## src/rtl/ptr_regbank_pkg.sv

```systemverilog
package ptr_regbank_pkg;
  localparam int NCH  = 2;
  localparam int DW   = 8;
  localparam int NREG = 16;
  localparam int AW   = $clog2(NREG);
  localparam int OPW  = 3;
  localparam int RCW  = 2;

  typedef logic [AW-1:0] regaddr_t;

  typedef enum logic [OPW-1:0] {
    OP_NONE      = 3'd0,
    OP_HIGH      = 3'd1,
    OP_CLR_EXT   = 3'd2,
    OP_ABORT     = 3'd3,
    OP_RX_NEXT   = 3'd4,
    OP_CLR_TXINT = 3'd5,
    OP_CLR_ERR   = 3'd6,
    OP_CLR_IUS   = 3'd7
  } op_e;

  localparam regaddr_t ADR_VEC    = 4'd2;
  localparam regaddr_t ADR_PEND   = 4'd3;
  localparam regaddr_t ADR_SEVEN  = 4'd7;
  localparam regaddr_t ADR_MASTER = 4'd9;
  localparam regaddr_t ADR_TCLO   = 4'd12;
  localparam regaddr_t ADR_TCHI   = 4'd13;
  localparam regaddr_t ADR_SHRD   = 4'd14;
  localparam regaddr_t ADR_XCTL   = 4'd15;
  localparam int       SHADOW_EN_BIT = 0;
  localparam logic [DW-1:0] XCTL_RD_MASK = 8'hFA;

  function automatic logic [OPW-1:0] byte_op(input logic [DW-1:0] b);
    return b[5:3];
  endfunction

  function automatic logic [RCW-1:0] byte_rc(input logic [DW-1:0] b);
    return b[7:6];
  endfunction

  function automatic regaddr_t next_ptr(input logic [DW-1:0] b);
    return {byte_op(b) == OP_HIGH, b[2:0]};
  endfunction

  function automatic logic op_pulses(input logic [OPW-1:0] op);
    return op > OP_HIGH;
  endfunction

  function automatic int slot_lsb(input int ch, input int r);
    return (ch * NREG + r) * DW;
  endfunction
endpackage

```

## src/rtl/ptr_regbank_track.sv

```systemverilog
module ptr_regbank_track
  import ptr_regbank_pkg::*;
(
  input  logic          clk,
  input  logic          rst_n,
  input  logic          sel,
  input  logic          wr,
  input  logic [DW-1:0] wdata,
  output regaddr_t      ptr_q,
  output logic          ctl_wr,
  output logic          reg_acc
);
  regaddr_t ptr_d;

  assign ctl_wr  = sel && wr && (ptr_q == '0);
  assign reg_acc = sel && (ptr_q != '0);

  always_comb begin
    ptr_d = ptr_q;
    if (ctl_wr)       ptr_d = next_ptr(wdata);
    else if (reg_acc) ptr_d = '0;
  end

  always_ff @(posedge clk or negedge rst_n) begin
    if (!rst_n) ptr_q <= '0;
    else        ptr_q <= ptr_d;
  end
endmodule

```

## src/rtl/ptr_regbank_store.sv

```systemverilog
module ptr_regbank_store
  import ptr_regbank_pkg::*;
(
  input  logic                     clk,
  input  logic                     rst_n,
  input  logic                     we,
  input  logic                     wch,
  input  regaddr_t                 waddr,
  input  logic [DW-1:0]            wdata,
  output logic [NCH*NREG*DW-1:0]   wr_flat,
  output logic [NCH*DW-1:0]        shadow_flat
);
  logic [DW-1:0] vec_q, master_q;
  logic [NCH-1:0] shadow_en;

  always_ff @(posedge clk or negedge rst_n) begin
    if (!rst_n) begin
      vec_q    <= '0;
      master_q <= '0;
    end else if (we) begin
      if (waddr == ADR_VEC)    vec_q    <= wdata;
      if (waddr == ADR_MASTER) master_q <= wdata;
    end
  end

  for (genvar c = 0; c < NCH; c++) begin : g_ch
    logic          sh_hit;
    logic [DW-1:0] sh_q;

    for (genvar r = 0; r < NREG; r++) begin : g_reg
      if (r == 0) begin : g_zero
        assign wr_flat[slot_lsb(c, r) +: DW] = '0;
      end else if (r == int'(ADR_VEC)) begin : g_vec
        assign wr_flat[slot_lsb(c, r) +: DW] = vec_q;
      end else if (r == int'(ADR_MASTER)) begin : g_mst
        assign wr_flat[slot_lsb(c, r) +: DW] = master_q;
      end else begin : g_own
        logic          hit;
        logic [DW-1:0] q;
        assign hit = we && (wch == 1'(c)) && (waddr == AW'(r)) &&
                     !((r == int'(ADR_SEVEN)) && shadow_en[c]);
        always_ff @(posedge clk or negedge rst_n) begin
          if (!rst_n)   q <= '0;
          else if (hit) q <= wdata;
        end
        assign wr_flat[slot_lsb(c, r) +: DW] = q;
      end
    end

    assign shadow_en[c] = wr_flat[slot_lsb(c, int'(ADR_XCTL)) + SHADOW_EN_BIT];
    assign sh_hit = we && (wch == 1'(c)) && (waddr == ADR_SEVEN) && shadow_en[c];

    always_ff @(posedge clk or negedge rst_n) begin
      if (!rst_n)      sh_q <= '0;
      else if (sh_hit) sh_q <= wdata;
    end
    assign shadow_flat[c*DW +: DW] = sh_q;
  end
endmodule

```

## src/rtl/ptr_regbank_rdmux.sv

```systemverilog
module ptr_regbank_rdmux
  import ptr_regbank_pkg::*;
(
  input  logic                   chan,
  input  regaddr_t               addr,
  input  logic [NCH*NREG*DW-1:0] wr_flat,
  input  logic [NCH*DW-1:0]      shadow_flat,
  input  logic [DW-1:0]          ext_data,
  output logic [DW-1:0]          rdata
);
  logic [DW-1:0] stored;
  logic [DW-1:0] shadow;

  assign stored = wr_flat[int'({chan, addr}) * DW +: DW];
  assign shadow = shadow_flat[int'(chan) * DW +: DW];

  always_comb begin
    unique case (addr)
      ADR_VEC:          rdata = chan ? ext_data : stored;
      ADR_PEND:         rdata = chan ? '0 : ext_data;
      ADR_TCLO, ADR_TCHI: rdata = stored;
      ADR_SHRD:         rdata = shadow;
      ADR_XCTL:         rdata = stored & XCTL_RD_MASK;
      default:          rdata = ext_data;
    endcase
  end
endmodule

```

## src/rtl/ptr_regbank.sv

```systemverilog
module ptr_regbank
  import ptr_regbank_pkg::*;
(
  input  logic                   clk,
  input  logic                   rst_n,
  input  logic                   acc_valid,
  input  logic                   acc_chan,
  input  logic                   acc_wr,
  input  logic [DW-1:0]          acc_wdata,
  output logic [DW-1:0]          acc_rdata,
  output logic [AW-1:0]          ext_rd_addr,
  output logic                   ext_rd_chan,
  input  logic [DW-1:0]          ext_rd_data,
  output logic [NCH*NREG*DW-1:0] wr_regs,
  output logic [NCH*DW-1:0]      shadow_regs,
  output logic                   cmd_fire,
  output logic [OPW-1:0]         cmd_op,
  output logic                   cmd_ch,
  output logic                   crc_fire,
  output logic [RCW-1:0]         crc_op,
  output logic                   crc_ch
);
  regaddr_t       ptr_q  [NCH];
  logic [NCH-1:0] ctl_wr_c;
  logic [NCH-1:0] reg_acc_c;

  for (genvar c = 0; c < NCH; c++) begin : g_trk
    ptr_regbank_track u_trk (
      .clk     (clk),
      .rst_n   (rst_n),
      .sel     (acc_valid && (acc_chan == 1'(c))),
      .wr      (acc_wr),
      .wdata   (acc_wdata),
      .ptr_q   (ptr_q[c]),
      .ctl_wr  (ctl_wr_c[c]),
      .reg_acc (reg_acc_c[c])
    );
  end

  // Named internal events, observed by the checker.
  regaddr_t ptr_a, ptr_b, acc_addr;
  logic     ctl_wr_evt, data_wr_evt, rd_evt;
  logic     op_evt, rc_evt;

  assign ptr_a       = ptr_q[0];
  assign ptr_b       = ptr_q[1];
  assign acc_addr    = ptr_q[acc_chan];
  assign ctl_wr_evt  = |ctl_wr_c;
  assign data_wr_evt = (|reg_acc_c) && acc_wr;
  assign rd_evt      = acc_valid && !acc_wr;
  assign op_evt      = ctl_wr_evt && op_pulses(byte_op(acc_wdata));
  assign rc_evt      = ctl_wr_evt && (byte_rc(acc_wdata) != '0);

  ptr_regbank_store u_store (
    .clk         (clk),
    .rst_n       (rst_n),
    .we          (data_wr_evt),
    .wch         (acc_chan),
    .waddr       (acc_addr),
    .wdata       (acc_wdata),
    .wr_flat     (wr_regs),
    .shadow_flat (shadow_regs)
  );

  ptr_regbank_rdmux u_rd (
    .chan        (acc_chan),
    .addr        (acc_addr),
    .wr_flat     (wr_regs),
    .shadow_flat (shadow_regs),
    .ext_data    (ext_rd_data),
    .rdata       (acc_rdata)
  );

  assign ext_rd_addr = acc_addr;
  assign ext_rd_chan = acc_chan;

  always_ff @(posedge clk or negedge rst_n) begin
    if (!rst_n) begin
      cmd_fire <= 1'b0;
      cmd_op   <= '0;
      cmd_ch   <= 1'b0;
      crc_fire <= 1'b0;
      crc_op   <= '0;
      crc_ch   <= 1'b0;
    end else begin
      cmd_fire <= op_evt;
      cmd_op   <= op_evt ? byte_op(acc_wdata) : '0;
      cmd_ch   <= op_evt && acc_chan;
      crc_fire <= rc_evt;
      crc_op   <= rc_evt ? byte_rc(acc_wdata) : '0;
      crc_ch   <= rc_evt && acc_chan;
    end
  end
endmodule

```

## config.mk

```make
export PLATFORM = sky130hd
export DESIGN_NAME = ptr_regbank
export DESIGN_NICKNAME = d
export VERILOG_FILES = /design/src/rtl/ptr_regbank_pkg.sv /design/src/rtl/ptr_regbank_track.sv /design/src/rtl/ptr_regbank_store.sv /design/src/rtl/ptr_regbank_rdmux.sv /design/src/rtl/ptr_regbank.sv
export SDC_FILE = /design/constraint.sdc
export NUM_CORES = 1
export LEC_CHECK = 0
export BUFFER_PORTS_ARGS = -buffer_cell sky130_fd_sc_hd__buf_2
export CAP_MARGIN = 20
export CORE_AREA = 2 2 118 234
export DETAILED_ROUTE_END_ITERATION = 10
export DIE_AREA = 0 0 120 236
export PLACE_DENSITY = 0.69
export SYNTH_ARGS = -nofsm -noshare
export SYNTH_HDL_FRONTEND = slang
export SYNTH_SLANG_ARGS = --single-unit
```

## constraint.sdc

```tcl
create_clock -name clk -period 3 [get_ports clk]
set_clock_uncertainty 0.05 [all_clocks]
set_input_delay 0.6 -clock clk [delete_from_list [all_inputs] [get_ports clk]]
set_output_delay 0.6 -clock clk [all_outputs]
set_load 0.02 [all_outputs]
```

## After elaboration in Yosys (flattened, before gate mapping)

Cells that the tools add are included.
W data, S select, Z words.

| cells by class | value |
|---|---|
| order comparisons | 2 |
| equality and inequality tests | 16 |
| shift-type cells | 2 |
| mux-type cells | 12 |
| bitwise operators | 2 |
| reduce and logical (&&, ||, !) cells | 59 |

Operator list:

| operator | count |
|---|---|
| $shiftx A256 B9 Y8 | 1 |
| $logic_and A1 B1 Y1 | 45 |
| $pmux W8 S5 | 1 |
| $eq A4 B4 Y1 const B | 8 |
| $mux W4 | 7 |
| $eq A4 B3 Y1 const B | 4 |
| $mux W8 | 2 |
| $shiftx A16 B5 Y8 | 1 |
| $eq A4 B2 Y1 const B | 2 |
| $logic_not A4 Y1 | 2 |
| $reduce_bool A4 Y1 | 2 |
| $reduce_bool A2 Y1 | 3 |
| $reduce_or A2 Y1 | 3 |
| $eq A4 B1 Y1 const B | 1 |
| $reduce_and A2 Y1 | 2 |
| $eq A3 B1 Y1 const B | 1 |
| $gt A3 B1 Y1 const B | 1 |
| $mux W3 | 1 |
| $ge A2 B2 Y1 const B | 1 |
| $logic_not A1 Y1 | 2 |
| $mux W2 | 1 |
| $not A1 Y2 | 1 |
| $not A1 Y1 | 1 |

| word-level totals | value |
|---|---|
| register bits after elaboration | 257 |
| input port bits | 21 |
| output and inout port bits | 294 |

## Longest topological paths before layout

Gate-level depths: netlist of the first run.

| logic depth | value |
|---|---|
| word-level depth | 8 |
| mapped depth | 10 |
| mapped depth without buffers | 7 |

## Modules after synthesis

Synthesis of the first run repeated with hierarchy kept, for this count alone.

| second synthesis, totals | value |
|---|---|
| cell total of the unflattened synthesis | 805 |
| area, all modules | 11,633.7 sq um |

By module, submodules not included:

| module | times used | cells each | area each (sq um) | sequential area each (sq um) |
|---|---|---|---|---|
| ptr_regbank_store | 1 | 603 | 9,716.8 | 6,005.8 |
| ptr_regbank_rdmux | 1 | 139 | 1,074.8 | 0.0 |
| ptr_regbank_track | 2 | 17 | 211.5 | 100.1 |
| ptr_regbank | 1 | 29 | 419.2 | 225.2 |

## Worst setup path before layout of the first run

Ideal clock, no wire load.

| timing | value |
|---|---|
| kind | input-to-output |
| from | input port acc_chan |
| to | output port acc_rdata[7] |
| arrival time | 2,488 ps |
| slack | -138 ps |
| cell stages on the path | 9 |
| path buffers | 3 |
| cell sequence | buf_4 > buf_4 > nand3_1 > buf_4 > a21oi_1 > o41ai_1 > o211ai_1 > and3_1 > a311oi_1 |

| between the ends | value |
|---|---|
| cells in the longest elaborated chain, start to end | 7 |
| elaborated cells on any way between the ends | 16 |

Ends and longest elaborated chain:

| what | line | text |
|---|---|---|
| from (decl) | ptr_regbank.sv:7 | `input logic acc_chan,` |
| $not A1 Y2 (implied by the code) | ptr_regbank.sv:47 | `assign acc_addr = ptr_q[acc_chan];` |
| $mux W4 (implied by the code) (3 in series) | ptr_regbank.sv:47 |  |
| $shiftx A256 B9 Y8 / $eq A4 B4 Y1 (equally long branches) | ptr_regbank_rdmux.sv:14, ptr_regbank_rdmux.sv:18 |  |
| $mux W8 / $reduce_or A2 Y1 (equally long branches) | ptr_regbank_rdmux.sv:19, ptr_regbank_rdmux.sv:18 |  |
| $pmux W8 S5 * | ptr_regbank_rdmux.sv:18 | `unique case (addr)` |
| to (decl) | ptr_regbank.sv:10 | `output logic [DW-1:0] acc_rdata,` |

Mark *: on every way between the ends. The rest lies on a longest branch, timed or not. The select of a mux whose other input is x is not followed.

## Worst setup path after layout of the first run

| timing | value |
|---|---|
| from | register g_trk[0].u_trk.ptr_q[1] |
| to | output port acc_rdata[7] |

| between the ends | value |
|---|---|
| cells in the longest elaborated chain, start to end | 6 |
| elaborated cells on any way between the ends | 13 |

Ends and longest elaborated chain:

| what | line | text |
|---|---|---|
| from (decl) | ptr_regbank_track.sv:9 | `output regaddr_t ptr_q,` |
| from (signal assigned) | ptr_regbank_track.sv:26 | `else ptr_q <= ptr_d;` |
| $mux W4 (implied by the code) * (3 in series) | ptr_regbank.sv:47 |  |
| $shiftx A256 B9 Y8 / $eq A4 B4 Y1 (equally long branches) | ptr_regbank_rdmux.sv:14, ptr_regbank_rdmux.sv:18 |  |
| $mux W8 / $reduce_or A2 Y1 (equally long branches) | ptr_regbank_rdmux.sv:19, ptr_regbank_rdmux.sv:18 |  |
| $pmux W8 S5 * | ptr_regbank_rdmux.sv:18 |  |

Marked as above.

==> metrics.md, run 1 <==
| Metric | Value |
|---|---|
| Status | `complete, but fails checks` |
| Failing checks | `negative setup slack` |
| Core region area | `26700 µm²` |
| CP max FO | `5` |
| Iter 0 DRT Violations | `713` |
| Most common cell after layout, fill and taps aside | `buf_2` |
| R2r endpoint | `u_store.g_ch[0].g_reg[14].g_own.q[2]$_DFFE_PN0P_` |
| R2r worst-path depth | `8` |
| Worst setup EP type | `output port` |
| RSZ-0062 raised after global routing | `true` |
| Synthesis Warnings | `0` |
| Final hold violation count | `0` |
| Synth async-reset ratio | `1.00` |
| Final instance area | `15800 µm²` |
| Routed Antenna Nets | `0` |
| Number of flops mapped to enable cells by yosys | `0` |
| Drt drc | `0` |
| Clock Latency Late Sink | `0.53 ns` |
| Final min period | `3.37 ns` |
| TritonCTS clock tree | `yes` |
| Largest net degree at the start of global routing | `roughly 100` |
| Htree depth | `1` |
| Compound-Gate Fraction of Synth Area | `0.0982` |
| I/O pin cnt | `315` |
| Max-cap violations | `0` |
| Min-Delay Path Class | `input pin to async pin` |
| Number of CTS-inserted buffers | `23` |
| Rel. slew slack | `0.434` |
| Post-DR wirelength/cell | `24.3 µm` |
| Most frequent cells in the layout | `buf_2 (289), dfrtp_1 (251), mux2_2 (206)` |
| Gpl congestion | `0.990` |
| Hpwl dp | `30.3 mm` |
| CP arrival | `approximately 2.7 ns` |
| Post-Syn Instances | `938` |
| Final Net Count | `1344` |
| Mux cell area share after synthesis | `0.219` |
| CTS max path bufs | `3` |
| Total Routing Usage GR | `0.287` |
| Synth unique cells | `67` |
| Post-synthesis xor/xnor area fraction | `0` |
| Max VDD drop | `between 500 and 600 µV` |
| Total power | `9.18 mW` |
| Initial Utilization | `0.440` |
| Number of synthesized register bits | `257` |
| Final setup violation count | `8` |
| CP Launch Type | `flip-flop` |
| Setup TNS | `-2.36 ns` |
| P&R area growth vs syn | `34.5%` |
| Initial DRT Pass Iterations | `5` |
| Largest family of logic cells by synthesized area | `multiplexers` |
| Antenna diodes | `0` |
| Initial antenna violation count | `0` |
| Vias in the first global route | `9763` |
| Clk sinks | `between 200 and 300` |
| Post-Route WL | `41.1 mm` |
| DIE WIDTH | `120 µm` |
| Simple-Gate Fraction of Synth Area | `0.0859` |
| Reg2reg start | `g_trk[0].u_trk.ptr_q[1]$_DFFE_PN0P_` |
| Vias per cell | `5.65` |
| Layout cells sized above 1 | `0.606` |
| Top_reg_cell synth | `dfrtp_1` |
| Grt total ovfl | `0` |
| Reg-to-reg slack, setup | `0.39 ns` |
| Final Max Tran Viols | `0` |
| Crit share post-route | `1.12` |
| Synthesized cell area | `11800 µm²` |
| Dpl ws | `-0.408 ns` |
| Syn_area_per_cell | `12.5 µm²` |
| DIE AREA | `28300 µm²` |
| Maximum clock rate | `~0.30 GHz` |
| Fin util | `0.592` |
| Cell Rows | `between 80 and 90` |
| Sequential share of the synthesized area | `0.547` |
| Power Density | `approximately 580 nW/µm²` |
| Post-placement cell area | `14300 µm²` |
| Crit Path Category | `flip-flop to output port` |
| IO Port Bufs | `298` |
| Worst setup margin | `-0.367 ns` |
| Total number of vias | `9526` |
| Die extent in y | `236 µm` |
| CTS clk-pin slew, worst paths | `roughly 0.07 ns` |
| Worst-Margin Slew | `0.850 ns` |
| First-pass GRT wire length | `61.2 mm` |
| Root Buffer | `clkbuf_16` |
| Worst EP required | `between 2 and 2.5 ns` |
| Adder-cell share of the synthesized area | `0` |
| Post-CTS Hold Buffers | `0` |
| LEAKAGE | `between 8 and 9 nW` |
-- cells in the mapped netlist (all sizes together) (4+ instances only) --
cell | instances | area share
and3 | 6 | 0.0036
a221o | 4 | 0.0034
o21ai | 51 | 0.022
a21oi | 47 | 0.020
nand2b | 4 | 0.0021
o22ai | 29 | 0.015
nand2 | 67 | 0.027
dfrtp | 257 | 0.55
a21o | 5 | 0.0032
a221oi | 4 | 0.0030
clkbuf | 29 | 0.0093
nor3 | 6 | 0.0026
o211ai | 4 | 0.0026
nor4 | 9 | 0.0061
inv | 6 | 0.0019
mux2 | 218 | 0.21
and2 | 20 | 0.011
o2111ai | 7 | 0.0052
nand3 | 21 | 0.012
nor2 | 24 | 0.0094
mux2i | 8 | 0.0079
buf | 65 | 0.038
a2111oi | 4 | 0.0046
-- sequential cells by signal (all words and copies together), names as in the netlist --
register,count
u_store.g_ch.g.g_own.q,208
u_store.g_ch.sh_q,16
g_trk.u_trk.ptr_q,8
u_store.master_q,8
u_store.vec_q,8
cmd_op,3
crc_op,2
cmd_ch,1
cmd_fire,1
crc_ch,1
crc_fire,1
-- stage by stage --
step | cells | hold WS (ns)
2_1_floorplan | 953 | 0.254
3_3_place_gp | 1633 | 0.412
3_5_place_dp | 1633 | 0.423
4_1_cts | 1681 | 0.0892
5_1_grt | 1687 | 0.0998
6_report | 1687 | 0.0420
-- critical path: stages, from the launching register on --
cell	delay [ns]
dfrtp_2	0.49
nand3b_1	0.22
buf_4	0.16
a21oi_1	0.12
o41ai_2	0.30
buf_4	0.16
o211ai_1	0.09
and3_4	0.18
a311oi_2	0.28
buf_4	0.20
-- repair_timing --
action,4_1_cts,5_1_grt
cloned,0,0
setup endpoints to repair,8,8
buffers inserted,10,10
gates resized for setup,111,45
pin swaps,35,27
-- final cells by class --
type	count	area (µm²)
Multi-Input combinational cell	596	5310
Inverter	6	22.5
Clock buffer	25	603
Tap cell	348	435
Fill cell	2268	10900
Timing Repair Buffer	439	2780
Clock inverter	16	223
Sequential cell	257	6440
-- worst max path at each step --
stage,from,to,slack (ns),cells after the start
after floorplan,acc_chan,acc_rdata[7],0.03,9
after global placement,acc_chan,acc_rdata[4],-0.42,11
after detailed placement,acc_chan,acc_rdata[4],-0.41,11
after CTS,g_trk[0].u_trk.ptr_q[1]$_DFFE_PN0P_,acc_rdata[7],-0.35,9
after global routing,g_trk[0].u_trk.ptr_q[1]$_DFFE_PN0P_,acc_rdata[7],-0.43,9
final,g_trk[0].u_trk.ptr_q[1]$_DFFE_PN0P_,acc_rdata[7],-0.37,9
-- kinds of logic (layout without fill, tap and decap cells) --
| kind of cell | after synthesis | count (layout) |
|---|---|---|
| buffers and inverters | 100 | 486 |
| muxes | 226 | 226 |
| AOI/OAI and AO/OA | 181 | 181 |
| and+or+nand+nor | 173 | 173 |
| DFF | 257 | 257 |
| other | 1 | 16 |
-- routing by layer --
layer | vias up | share of wire | track usage
met5 | - | 0 | 0
met4 | 0 | 0.047 | 0.127
met3 | 92 | 0.067 | 0.0474
met2 | 443 | 0.49 | 0.478
met1 | 4877 | 0.39 | 0.366
li1 | 4114 | - | -
-- power breakdown --
| group | switching [mW] | internal [mW] | total [mW] |
|---|---|---|---|
| Combinational | 1.24 | 0.855 | 2.09 |
| Sequential | 0.178 | 3.67 | 3.85 |
| Clock | 1.35 | 1.90 | 3.24 |
| Total | 2.76 | 6.42 | 9.18 |
(Power assumes the default switching activity.)
==> inputs of run 2 (changes only) <==
--- a/config.mk
+++ b/config.mk
@@ -8,9 +8,11 @@
 export BUFFER_PORTS_ARGS = -buffer_cell sky130_fd_sc_hd__buf_2
 export CAP_MARGIN = 20
 export CORE_AREA = 2 2 118 234
+export CTS_CLUSTER_SIZE = 16
 export DETAILED_ROUTE_END_ITERATION = 10
 export DIE_AREA = 0 0 120 236
 export PLACE_DENSITY = 0.69
+export REMOVE_ABC_BUFFERS = 1
 export SYNTH_ARGS = -nofsm -noshare
 export SYNTH_HDL_FRONTEND = slang
 export SYNTH_SLANG_ARGS = --single-unit
==> constraint.sdc (replaced) <==
create_clock -name clk -period 3 [get_ports clk]
set_clock_uncertainty 0.05 [all_clocks]
set_input_delay 0.3 -clock clk [delete_from_list [all_inputs] [get_ports clk]]
set_output_delay 0.3 -clock clk [all_outputs]
set_load 0.02 [all_outputs]
==> metrics.md, run 2 (synthesis results as in run 1) <==
| Metric | Value |
|---|---|
| Register area | `6440 µm² (about the same)` |
| Hpwl dp | `28.3 mm (-6.4%)` |
| Worst setup EP type | `output port` |
| R2r endpoint | `u_store.g_ch[1].g_reg[4].g_own.q[1]$_DFFE_PN0P_` |
| CP startpoint | `g_trk[1].u_trk.ptr_q[0]$_DFFE_PN0P_` |
| Min-Delay Path Class | `input pin to flip-flop` |
| Vias per cell | `5.73 (+1.4%)` |
| CP Launch Type | `flip-flop` |
| Initial antenna violation count | `0 (unchanged)` |
| LEAKAGE | `8.13 nW (-5.1%)` |
| Htree depth | `1 (unchanged)` |
| Post-placement cell area | `13600 µm² (-4.4%)` |
| Antenna diodes | `0 (unchanged)` |
| Fin cells | `1615 (-4.3%)` |
| Max VDD drop | `475 µV (-8.8%)` |
| Failing checks | `negative setup slack` |
| Largest net degree at the start of global routing | `99 (+1.0%)` |
| TritonCTS clock tree | `yes` |
| Area of the multi-input gates | `5010 µm² (-5.7%)` |
| CP arrival | `2.77 ns (+0.05 ns)` |
| Most common cell after layout, fill and taps aside | `buf_2` |
| Worst EP required | `2.65 ns (+0.30 ns)` |
| Final Max Tran Viols | `0 (unchanged)` |
| Max-cap violations | `0 (unchanged)` |
| WHS Endpoint | `g_trk[1].u_trk.ptr_q[2]$_DFFE_PN0P_` |
| Status | `complete, but fails checks` |
| Crit Path Category | `flip-flop to output port` |
| Final hold violation count | `0 (unchanged)` |
| Fill cell count | `2315 (+2.1%)` |
| Reg2reg start | `g_trk[1].u_trk.ptr_q[1]$_DFFE_PN0P_` |
| Die extent in y | `236 µm (unchanged)` |
| Iter 0 DRT Violations | `577 (-19%)` |
| Most flops, register | `u_store.g_ch.g.g_own.q` |
| IO Port Bufs | `298 (unchanged)` |
| Post-Route WL | `39.8 mm (-3.0%)` |
| DIE AREA | `28300 µm² (unchanged)` |
| Worst Hold Depth | `3` |
| First-pass GRT wire length | `60.1 mm (-1.9%)` |
| Gpl congestion | `0.993 (+0.31%)` |
| Total number of vias | `9250 (-2.9%)` |
| Total Routing Usage GR | `0.280 (-0.00723)` |
| CTS max path bufs | `3 (unchanged)` |
| Worst setup margin | `-0.123 ns (+0.244 ns)` |
| Number of CTS-inserted buffers | `24 (+4.3%)` |
| Layout cells sized above 1 | `0.551 (-0.0555)` |
| RSZ-0062 raised after global routing | `true` |
| Rel. slew slack | `0.407 (-0.0262)` |
| Final Net Count | `1270 (-5.5%)` |
| CTS clk-pin slew, worst paths | `0.08 ns (about the same)` |
| Core region area | `26700 µm² (unchanged)` |
| Final instance area | `14800 µm² (-6.2%)` |
| R2r worst-path depth | `8 (unchanged)` |
| Most frequent cells in the layout | `buf_2 (291), dfrtp_1 (252), mux2_2 (206)` |
| Initial DRT Pass Iterations | `5 (unchanged)` |
| P&R area growth vs syn | `26.2%` |
| CP max FO | `11 (+6)` |
| Crit share post-route | `1.04 (-0.0813)` |
| Maximum clock rate | `0.320 GHz (+7.8%)` |
| DIE WIDTH | `120 µm (unchanged)` |
| Largest registers | `u_store.g_ch.g.g_own.q x208, u_store.g_ch.sh_q x16` |
| I/O pin cnt | `315 (unchanged)` |
| Reg-to-reg slack, setup | `0.13 ns (-0.26 ns)` |
| Placed insts | `1558 (-4.6%)` |
| Initial Utilization | `0.440 (unchanged)` |
| Post-DR wirelength/cell | `24.7 µm (+1.3%)` |
| Final setup violation count | `6 (-2)` |
| Vias in the first global route | `9439 (-3.3%)` |
| Min-delay src | `acc_wr` |
| Drt drc | `0 (unchanged)` |
| Root Buffer | `clkbuf_16` |
| Final min period | `3.12 ns (-0.244 ns)` |
| Clock Latency Late Sink | `0.54 ns (about the same)` |
| Largest register FFs | `208 (unchanged)` |
| Cell Rows | `85 (unchanged)` |
| Worst-Margin Slew | `0.889 ns (+0.0394 ns)` |
| Power Density | `602 nW/µm² (+3.8%)` |
| Grt total ovfl | `0 (unchanged)` |
| Routed Antenna Nets | `0 (unchanged)` |
| Clk sinks | `257 (unchanged)` |
-- run 2: changes by cell type in the layout (fill, tap and decap cells not counted), sizes merged --
| cell | delta |
|---|---|
| buf | -76 |
| bufinv | -1 |
| clkbuf | +1 |
| clkinv | +5 |
| dlygate4sd3 | +1 |
| inv | -2 |
-- run 2: through the flow --
step	util	worst slack (ns)	TNS [ns]	total power, mW	hold WS (ns)
floorplan	-	0.236	0	4.78	-0.0456
CTS	0.551	-0.0509	-0.151	8.95	0.0628
finish	0.556	-0.123	-0.462	8.94	0.0849
detailed placement	0.511	0.0931	0	5.57	0.349
global route	0.556	-0.224	-1.16	9.27	0.111
global placement	0.511	0.144	0	5.55	0.342
-- run 2: what timing repair did --
| item | CTS | global route |
|---|---|---|
| hold buffers | 1 | 0 |
| resized for setup | 56 | 18 |
| gates cloned | 1 | 0 |
| endpoints found under the hold margin | 94 | 0 |
| buffers inserted | 6 | 5 |
| pin swaps | 6 | 13 |
| endpoints found under the setup margin | 8 | 8 |
-- run 2: cell type report --
type,instances,area share
inverter,6,0.00152
multi-input combinational,596,0.338
tap,348,0.0294
sequential,257,0.434
timing repair buffer,364,0.140
clock buffer,26,0.0424
clock inverter,18,0.0145
-- run 2: worst max path at each step --
| stage | end | slack (ns) | cells after the start |
|---|---|---|---|
| after floorplan | acc_rdata[7] | 0.24 | 6 |
| after global placement | acc_rdata[7] | 0.14 | 8 |
| after detailed placement | acc_rdata[1] | 0.09 | 9 |
| after CTS | acc_rdata[1] | -0.05 | 8 |
| after global routing | acc_rdata[7] | -0.22 | 8 |
| final | acc_rdata[1] | -0.12 | 7 |
-- run 2: where the power goes --
group	internal [mW]	leakage, nW	switching, mW
logic	0.669	4.16	1.12
registers	3.67	3.56	0.188
clock network	1.88	0.406	1.41
total	6.22	8.13	2.72
-- run 2: critical path, stage by stage, from the launching register on --
cell and delay (ns):
dfrtp_2 0.46, or3b_4 0.50, a21oi_4 0.21, nor4_4 0.09, and2_1 0.17, o41a_1 0.40, o221a_2 0.26, buf_6 0.13
-- run 2: routing by layer --
layer	vias to the layer above	GRT usage	share of wire
met5	-	0	0
met4	0	0.101	0.035
met3	73	0.0542	0.074
met2	468	0.464	0.50
met1	4713	0.363	0.39
li1	3996	-	-
